File: src/rtl/pcc_pkg.sv
package pcc_pkg;

    localparam int REG_ADDR_W = 5;
    localparam int WORD_W     = 32;
    localparam int OPC_W      = 5;
    localparam int SID_W      = 4;
    localparam int RADDR_W    = 16;
    localparam int BC_W       = 3;
    localparam int PID_W      = SID_W + 8;
    localparam int OWN_W      = 3;
    localparam int TLIM_W     = 16;
    localparam int ST_W       = 4;

    // register byte offsets
    localparam logic [REG_ADDR_W-1:0] OFF_CMD = 5'h00;
    localparam logic [REG_ADDR_W-1:0] OFF_CFG = 5'h04;
    localparam logic [REG_ADDR_W-1:0] OFF_STS = 5'h08;
    localparam logic [REG_ADDR_W-1:0] OFF_WD0 = 5'h10;
    localparam logic [REG_ADDR_W-1:0] OFF_WD1 = 5'h14;
    localparam logic [REG_ADDR_W-1:0] OFF_RD0 = 5'h18;
    localparam logic [REG_ADDR_W-1:0] OFF_RD1 = 5'h1C;

    // status encodings
    localparam logic [ST_W-1:0] ST_DONE = 4'b0001;
    localparam logic [ST_W-1:0] ST_FAIL = 4'b0010;
    localparam logic [ST_W-1:0] ST_DENY = 4'b0100;
    localparam logic [ST_W-1:0] ST_DROP = 4'b1000;

    // opcodes
    localparam logic [OPC_W-1:0] OP_XLWR  = 5'd0;
    localparam logic [OPC_W-1:0] OP_XLRD  = 5'd1;
    localparam logic [OPC_W-1:0] OP_XWR   = 5'd2;
    localparam logic [OPC_W-1:0] OP_RST   = 5'd3;
    localparam logic [OPC_W-1:0] OP_SLP   = 5'd4;
    localparam logic [OPC_W-1:0] OP_SHDN  = 5'd5;
    localparam logic [OPC_W-1:0] OP_WAKE  = 5'd6;
    localparam logic [OPC_W-1:0] OP_XRD   = 5'd13;
    localparam logic [OPC_W-1:0] OP_WR    = 5'd14;
    localparam logic [OPC_W-1:0] OP_RD    = 5'd15;
    localparam logic [OPC_W-1:0] OP_ZWR   = 5'd16;

    typedef enum logic [1:0] {
        CLS_READ   = 2'd0,
        CLS_WRITE  = 2'd1,
        CLS_NODATA = 2'd2,
        CLS_BAD    = 2'd3
    } cmd_cls_e;

endpackage

File: src/rtl/pcc_cmd_decode.sv
module pcc_cmd_decode
    import pcc_pkg::*;
(
    input  logic [WORD_W-1:0]  cmd_word,
    output logic [OPC_W-1:0]   opcode,
    output logic [SID_W-1:0]   sid,
    output logic [RADDR_W-1:0] raddr,
    output logic [BC_W-1:0]    bcm1,
    output logic [PID_W-1:0]   pid,
    output cmd_cls_e           cls
);
    logic unused_bits;

    assign opcode      = cmd_word[31:27];
    assign sid         = cmd_word[23:20];
    assign raddr       = cmd_word[19:4];
    assign bcm1        = cmd_word[2:0];
    assign pid         = {sid, raddr[RADDR_W-1:8]};
    assign unused_bits = ^{cmd_word[26:24], cmd_word[3]};

    always_comb begin
        case (opcode)
            OP_XLRD, OP_XRD, OP_RD:          cls = CLS_READ;
            OP_XLWR, OP_XWR, OP_WR, OP_ZWR:  cls = CLS_WRITE;
            OP_RST, OP_SLP, OP_SHDN, OP_WAKE: cls = CLS_NODATA;
            default:                         cls = CLS_BAD;
        endcase
    end
endmodule

File: src/rtl/pcc_own_table.sv
module pcc_own_table #(
    parameter int ENTRIES = 16,
    parameter int PID_W   = 12,
    parameter int OWN_W   = 3,
    localparam int IDX_W  = (ENTRIES > 1) ? $clog2(ENTRIES) : 1
) (
    input  logic             clk,
    input  logic             rst_n,
    input  logic             cfg_we,
    input  logic [IDX_W-1:0] cfg_idx,
    input  logic [PID_W-1:0] cfg_pid,
    input  logic [OWN_W-1:0] cfg_owner,
    input  logic             cfg_valid,
    input  logic [PID_W-1:0] look_pid,
    output logic             look_hit,
    output logic [OWN_W-1:0] look_owner
);
    typedef struct packed {
        logic             vld;
        logic [PID_W-1:0] pid;
        logic [OWN_W-1:0] owner;
    } ent_t;

    ent_t [ENTRIES-1:0] tab_d, tab_q;

    always_comb begin
        tab_d = tab_q;
        if (cfg_we && (32'(cfg_idx) < ENTRIES)) begin
            tab_d[cfg_idx].vld   = cfg_valid;
            tab_d[cfg_idx].pid   = cfg_pid;
            tab_d[cfg_idx].owner = cfg_owner;
        end
    end

    always_ff @(posedge clk) begin
        if (!rst_n) tab_q <= '0;
        else        tab_q <= tab_d;
    end

    // lowest matching index wins: scan downward, last assignment sticks
    always_comb begin
        look_hit   = 1'b0;
        look_owner = '0;
        for (int i = ENTRIES - 1; i >= 0; i--) begin
            if (tab_q[i].vld && (tab_q[i].pid == look_pid)) begin
                look_hit   = 1'b1;
                look_owner = tab_q[i].owner;
            end
        end
    end
endmodule

File: src/rtl/pcc_byte_keep.sv
module pcc_byte_keep #(
    parameter int NBYTES = 8,
    localparam int SEL_W = (NBYTES > 1) ? $clog2(NBYTES) : 1
) (
    input  logic [SEL_W-1:0]    last_idx,
    input  logic [8*NBYTES-1:0] din,
    output logic [8*NBYTES-1:0] dout
);
    for (genvar g = 0; g < NBYTES; g++) begin : g_byte
        assign dout[8*g +: 8] = (SEL_W'(g) <= last_idx) ? din[8*g +: 8] : 8'h00;
    end
endmodule

File: src/rtl/pcc_engine.sv
module pcc_engine
    import pcc_pkg::*;
#(
    parameter int OWN_ENTRIES = 16,
    parameter int TLIM_RST    = 16,
    localparam int OWN_IDX_W  = (OWN_ENTRIES > 1) ? $clog2(OWN_ENTRIES) : 1,
    localparam int PAY_W      = 2 * WORD_W,
    localparam int NBYTES     = PAY_W / 8
) (
    input  logic                  clk,
    input  logic                  rst_n,
    input  logic                  reg_we,
    input  logic [REG_ADDR_W-1:0] reg_addr,
    input  logic [WORD_W-1:0]     reg_wdata,
    output logic [WORD_W-1:0]     reg_rdata,
    input  logic                  own_we,
    input  logic [OWN_IDX_W-1:0]  own_idx,
    input  logic [PID_W-1:0]      own_pid,
    input  logic [OWN_W-1:0]      own_owner,
    input  logic                  own_valid,
    output logic                  be_req,
    output logic [OPC_W-1:0]      be_opcode,
    output logic [SID_W-1:0]      be_sid,
    output logic [RADDR_W-1:0]    be_addr,
    output logic [BC_W-1:0]       be_bcm1,
    output logic [PAY_W-1:0]      be_wdata,
    input  logic                  be_ack,
    input  logic                  be_err,
    input  logic [PAY_W-1:0]      be_rdata
);
    typedef struct packed {
        logic                busy;
        logic [TLIM_W-1:0]   cnt;
        logic [ST_W-1:0]     status;
        logic [OPC_W-1:0]    opc;
        logic [SID_W-1:0]    sid;
        logic [RADDR_W-1:0]  raddr;
        logic [BC_W-1:0]     bcm1;
        cmd_cls_e            cls;
        logic [WORD_W-1:0]   wd0;
        logic [WORD_W-1:0]   wd1;
        logic [WORD_W-1:0]   rd0;
        logic [WORD_W-1:0]   rd1;
        logic [OWN_W-1:0]    env;
        logic [TLIM_W-1:0]   tlim;
    } st_t;

    st_t st_d, st_q;

    // decode of the incoming command word
    logic [OPC_W-1:0]   n_opc;
    logic [SID_W-1:0]   n_sid;
    logic [RADDR_W-1:0] n_raddr;
    logic [BC_W-1:0]    n_bcm1;
    logic [PID_W-1:0]   n_pid;
    cmd_cls_e           n_cls;

    logic               own_hit;
    logic [OWN_W-1:0]   own_of_pid;
    logic [PAY_W-1:0]   rsp_kept;
    logic [ST_W-1:0]    status_w;
    logic [TLIM_W-1:0]  tlim_w;

    pcc_cmd_decode u_dec (
        .cmd_word (reg_wdata),
        .opcode   (n_opc),
        .sid      (n_sid),
        .raddr    (n_raddr),
        .bcm1     (n_bcm1),
        .pid      (n_pid),
        .cls      (n_cls)
    );

    pcc_own_table #(
        .ENTRIES (OWN_ENTRIES),
        .PID_W   (PID_W),
        .OWN_W   (OWN_W)
    ) u_own (
        .clk        (clk),
        .rst_n      (rst_n),
        .cfg_we     (own_we),
        .cfg_idx    (own_idx),
        .cfg_pid    (own_pid),
        .cfg_owner  (own_owner),
        .cfg_valid  (own_valid),
        .look_pid   (n_pid),
        .look_hit   (own_hit),
        .look_owner (own_of_pid)
    );

    pcc_byte_keep #(
        .NBYTES (NBYTES)
    ) u_keep (
        .last_idx (st_q.bcm1),
        .din      (be_rdata),
        .dout     (rsp_kept)
    );

    always_comb begin
        st_d = st_q;
        if (st_q.busy) begin
            if (be_ack) begin
                st_d.busy = 1'b0;
                st_d.cnt  = '0;
                if (be_err) begin
                    st_d.status = ST_DONE | ST_FAIL;
                end else begin
                    st_d.status = ST_DONE;
                    if (st_q.cls == CLS_READ) begin
                        st_d.rd0 = rsp_kept[WORD_W-1:0];
                        st_d.rd1 = rsp_kept[PAY_W-1:WORD_W];
                    end
                end
            end else if (st_q.cnt == st_q.tlim - 1'b1) begin
                st_d.busy   = 1'b0;
                st_d.cnt    = '0;
                st_d.status = ST_DONE | ST_DROP;
            end else begin
                st_d.cnt = st_q.cnt + 1'b1;
            end
        end else if (reg_we) begin
            case (reg_addr)
                OFF_CMD: begin
                    st_d.opc    = n_opc;
                    st_d.sid    = n_sid;
                    st_d.raddr  = n_raddr;
                    st_d.bcm1   = n_bcm1;
                    st_d.cls    = n_cls;
                    st_d.cnt    = '0;
                    st_d.status = '0;
                    case (n_cls)
                        CLS_BAD:   st_d.status = ST_DONE | ST_FAIL;
                        CLS_WRITE: begin
                            if (!own_hit || (own_of_pid != st_q.env))
                                st_d.status = ST_DONE | ST_DENY;
                            else
                                st_d.busy = 1'b1;
                        end
                        default:   st_d.busy = 1'b1;
                    endcase
                end
                OFF_CFG: begin
                    st_d.tlim = reg_wdata[TLIM_W-1:0];
                    st_d.env  = reg_wdata[TLIM_W +: OWN_W];
                end
                OFF_WD0: st_d.wd0 = reg_wdata;
                OFF_WD1: st_d.wd1 = reg_wdata;
                default: ;
            endcase
        end
    end

    always_ff @(posedge clk) begin
        if (!rst_n) begin
            st_q      <= '0;
            st_q.cls  <= CLS_READ;
            st_q.tlim <= TLIM_W'(TLIM_RST);
        end else begin
            st_q <= st_d;
        end
    end

    assign status_w = st_q.status;
    assign tlim_w   = st_q.tlim;

    always_comb begin
        case (reg_addr)
            OFF_CMD: reg_rdata = {st_q.opc, 3'b000, st_q.sid, st_q.raddr, 1'b0, st_q.bcm1};
            OFF_CFG: reg_rdata = {{(WORD_W-TLIM_W-OWN_W){1'b0}}, st_q.env, st_q.tlim};
            OFF_STS: reg_rdata = {{(WORD_W-ST_W){1'b0}}, st_q.status};
            OFF_WD0: reg_rdata = st_q.wd0;
            OFF_WD1: reg_rdata = st_q.wd1;
            OFF_RD0: reg_rdata = st_q.rd0;
            OFF_RD1: reg_rdata = st_q.rd1;
            default: reg_rdata = '0;
        endcase
    end

    assign be_req    = st_q.busy;
    assign be_opcode = st_q.opc;
    assign be_sid    = st_q.sid;
    assign be_addr   = st_q.raddr;
    assign be_bcm1   = st_q.bcm1;
    assign be_wdata  = {st_q.wd1, st_q.wd0};
endmodule

File: config.mk
export PLATFORM = sky130hd
export DESIGN_NAME = pcc_engine
export DESIGN_NICKNAME = d
export VERILOG_FILES = /design/src/rtl/pcc_pkg.sv /design/src/rtl/pcc_cmd_decode.sv /design/src/rtl/pcc_own_table.sv /design/src/rtl/pcc_byte_keep.sv /design/src/rtl/pcc_engine.sv
export SDC_FILE = /design/constraint.sdc
export NUM_CORES = 1
export LEC_CHECK = 0
export BUFFER_PORTS_ARGS = -buffer_cell sky130_fd_sc_hd__buf_2
export CORE_MARGIN = 8
export CORE_UTILIZATION = 50
export DETAILED_ROUTE_END_ITERATION = 16
export PLACE_DENSITY_LB_ADDON = 0.12
export SLEW_MARGIN = 20
export SYNTH_ARGS = -nofsm -noshare
export SYNTH_HDL_FRONTEND = slang
export SYNTH_SLANG_ARGS = --single-unit
File: constraint.sdc
create_clock -name clk -period 3.5 [get_ports clk]
set_input_delay 0.35 -clock clk [delete_from_list [all_inputs] [get_ports clk]]
set_output_delay 0.35 -clock clk [all_outputs]
set_load 0.05 [all_outputs]
==> impl_metrics.py <==
metrics = {
    "run_status": {
        "outcome": "finished clean",
    },
    "global_routing": {
        "global_route.overflow_total": 0,
        "number_of_global_route_vias_before_repair": 20560,
        "initial_antenna_violation_count": 5,
        "grt_max_degree": 131,
        "global_route_wire_length_before_repair_um": 123600,
        "groute.usage.overall_pct": 29.55,
    },
    "detailed_routing": {
        "routed-via-count": 21130,
        "detail_route.first_pass.iterations": 6,
        "drt-wirelength-per-cell_um": 22.32,
        "drt-vias-per-instance": 5.713,
        "ant_nets": 0,
        "drt_iter0_drc": 1906,
        "detail_route.wirelength_um": 82520,
        "number_of_remaining_drc_errors": 0,
    },
    "sta": {
        "slew_headroom_pct": 29.34,
        "report.final.hold_viol_count": 0,
        "skew_ps": 21.91,
        "fin_ws_ps": 241.1,
        "max_freq_mhz": 306.8,
        "setup_violations": 0,
        "rsz0062_at_grt": "false",
        "finalWorstPathRequiredPeriod_ps": 3259,
        "smallest_hold_slack_ps": 25.92,
        "timing_max_transition_violations_final": 0,
        "tightest_slew_ps": 1056,
        "finalCritPeriodShare_pct": 93.11,
    },
    "yosys": {
        "synth_ff_type": "sky130_fd_sc_hd__dfxtp_1",
        "synthesis.area_um2": 23150,
        "yosys_top_cell_by_area": "sky130_fd_sc_hd__dfxtp_1",
        "synth_cell_type_count": 73,
        "synthTopCellsByArea": "sky130_fd_sc_hd__dfxtp_1 (39%), sky130_fd_sc_hd__nand2_1 (15%), sky130_fd_sc_hd__a21boi_0 (14%), sky130_fd_sc_hd__xnor2_1 (7.1%), sky130_fd_sc_hd__buf_4 (3.1%)",
        "synth.yosys.warnings": 0,
        "synthesis.nets": 3036,
        "synth-edff-count": 0,
        "synth_cells": 2907,
        "ys_seq_elements": 454,
        "synth_area_per_cell_um2": 7.965,
        "asyncSetResetFlopFracSynth_pct": 0,
        "yosysSeqAreaShare_pct": 39.25,
        "post_synth_top_area_share_pct": 39.25,
    },
    "die": {
        "die_h_um": 231.2,
        "num_io_pins": 252,
        "rows": 79,
        "floorplan.core_area_um2": 46160,
        "fp.dieArea_um2": 53450,
        "die_width_um": 231.2,
        "initial_cell_density_of_the_core_pct": 50.16,
    },
    "min_path": {
        "worstHoldPathType": "in -> reg",
        "hold_path_startpoint": "be_rdata[24]",
    },
    "cts": {
        "clk_pin_slew_ps": 60,
        "ctsHtreeMaxLevel": 2,
        "tritoncts": "yes",
        "cts_buffer_depth": 3,
        "total_clock_buffers_created_by_cts": 50,
        "clock-root-buffer": "sky130_fd_sc_hd__clkbuf_16",
        "cts.repair_timing.setup_buffer_count": 0,
        "worst_skew_pair.late_latency_ps": 610,
        "sink_count": 454,
    },
    "finish": {
        "layout_commonest_cell": "sky130_fd_sc_hd__nand2_1",
        "n_fill_cell": 4227,
        "sequential_cell_area_um2": 9089,
        "area_used_by_multi_input_combinational_logic_um2": 12480,
        "area_growth_syn_to_layout_pct": 15.14,
        "final_cell_mix": "sky130_fd_sc_hd__nand2_1 (911), sky130_fd_sc_hd__dfxtp_1 (454), sky130_fd_sc_hd__a21boi_0 (431)",
        "final_layout_size_suffix_gt1_share_pct": 15.93,
        "design_area_um2": 26660,
        "nNetsFinal": 3176,
    },
    "critical_path": {
        "arrival_ps": 3730,
        "cpPeakStageDelay_ps": 600,
        "crit-reg2reg-launch": "tlim_w[2]",
        "critical_path.endpoint_type": "flip-flop",
        "cp_max_fo": 17,
        "setup.worst_path.start": "tlim_w[2]",
        "worstPathCellList": "or4_1 -> or4_4 -> o21a_1 -> o21ai_1 -> nand3_1 -> a2111oi_2 -> nor2b_2 -> o21ai_4 -> o22ai_1",
        "cp_slowest_cell": "sky130_fd_sc_hd__or4_1",
        "worst-endpoint-required_ps": 3970,
        "worstSetupPathType": "reg -> reg",
        "timing.critical_path.from_type": "flip-flop",
    },
    "flow_run": {
        "max_cap_viol_count": 0,
    },
    "power_and_ir_drop": {
        "vdd_drop_max_uv": 366.7,
        "power_density_nw_per_um2": 446.6,
        "static-leakage-power_nw": 9.327,
    },
    "place": {
        "placement.io_buffers": 251,
        "gp_routability_congestion": 0.9395,
        "place.detailed.hpwl_um": 58300,
        "placement.setup.worst_slack_ps": -99.24,
        "post_dp_cell_area_um2": 24570,
    },
}
[final timing paths]
kind	end	slack, ps	depth (start not counted)
hold reg to reg	st_q[67]	460	2
hold / removal	st_q[75]	30	3
setup reg to reg	status_w[2]	240	9
setup / recovery	status_w[2]	240	9
[critical path: cells and delay by family (launching register included)]
kind	cells	cell delay (ps)
AOI/OAI and AO/OA	5	1390
and+or+nand+nor	4	1340
DFF	1	390
[what timing repair did]
action / in CTS / in global routing
setup endpoints to repair: 0 / 2
hold endpoints to repair: 29 / 0
hold buffers: 26 / 0
resized for setup: 0 / 3
[sequential cells by signal, indices dropped and copies added (netlist names)]
register     flops
tlim_w          16
be_addr         16
be_bcm1          3
be_req           1
be_wdata        64
st_q            85
u_own.tab_q    256
be_opcode        5
status_w         4
be_sid           4
[Yosys cell counts, drive strengths merged (5+ instances only)]
| master | instances |
|---|---|
| nor3 | 25 |
| and2 | 9 |
| or3 | 7 |
| nand2b | 11 |
| and3 | 12 |
| a21boi | 431 |
| nand4 | 59 |
| inv | 15 |
| nor2b | 17 |
| o31ai | 7 |
| o2111ai | 5 |
| or4 | 12 |
| clkbuf | 173 |
| xor2 | 36 |
| a2111oi | 8 |
| o21ai | 11 |
| nor2 | 50 |
| xnor2 | 195 |
| a31oi | 5 |
| a21o | 5 |
| buf | 127 |
| nor4 | 32 |
| and4 | 7 |
| nand3b | 7 |
| dfxtp | 454 |
| a222oi | 13 |
| a22oi | 71 |
| nand3 | 119 |
| a21oi | 16 |
| nand2 | 911 |
[layer usage]
metal | vias up | global-route usage [%] | part of all wire (%)
li1 | 10020 | - | -
met1 | 10240 | 36.14 | 41
met2 | 702 | 50.60 | 48
met3 | 168 | 4.915 | 6.6
met4 | 8 | 13.32 | 4.1
met5 | - | 0 | 0.047
[per-stage QoR]
| stage | setup TNS [ps] | power (mW) | std cells | util [%] |
|---|---|---|---|---|
| 2_1_floorplan | 0 | 5.898 | 2907 | - |
| 3_3_place_gp | -73.09 | 6.219 | 3576 | 53.24 |
| 3_5_place_dp | -243.5 | 6.233 | 3576 | 53.24 |
| 4_1_cts | 0 | 11.98 | 3696 | 57.70 |
| 5_1_grt | 0 | 12.26 | 3697 | 57.75 |
| 6_report | 0 | 11.91 | 3698 | 57.75 |
[cells by family after synthesis]
logic type	Yosys count	share of synthesized area [%]
muxes	2	0.09186
DFF	454	39.25
buffers and inverters	315	7.052
AOI/OAI and AO/OA	605	19.81
and+or+nand+nor	1298	24.72
adders and majority gates	2	0.1081
xor gates and xnor gates	231	8.965
[area by class of cell]
cell class	count	share of cell area, %
multi-input cells	2138	46.80
flip-flops and latches	454	34.09
repair buffers	388	9.274
clock buffers	74	5.557
well taps	607	2.849
clock inverters	20	1.197
inverters	15	0.2112
diodes	2	0.01877
[power by group]
group	internal (mW)	total, mW	switching (mW)
Combinational	0.334	0.901	0.567
Clock	3.52	5.75	2.23
Sequential	5.22	5.26	0.0413
Power figures use the tool's default switching activity.
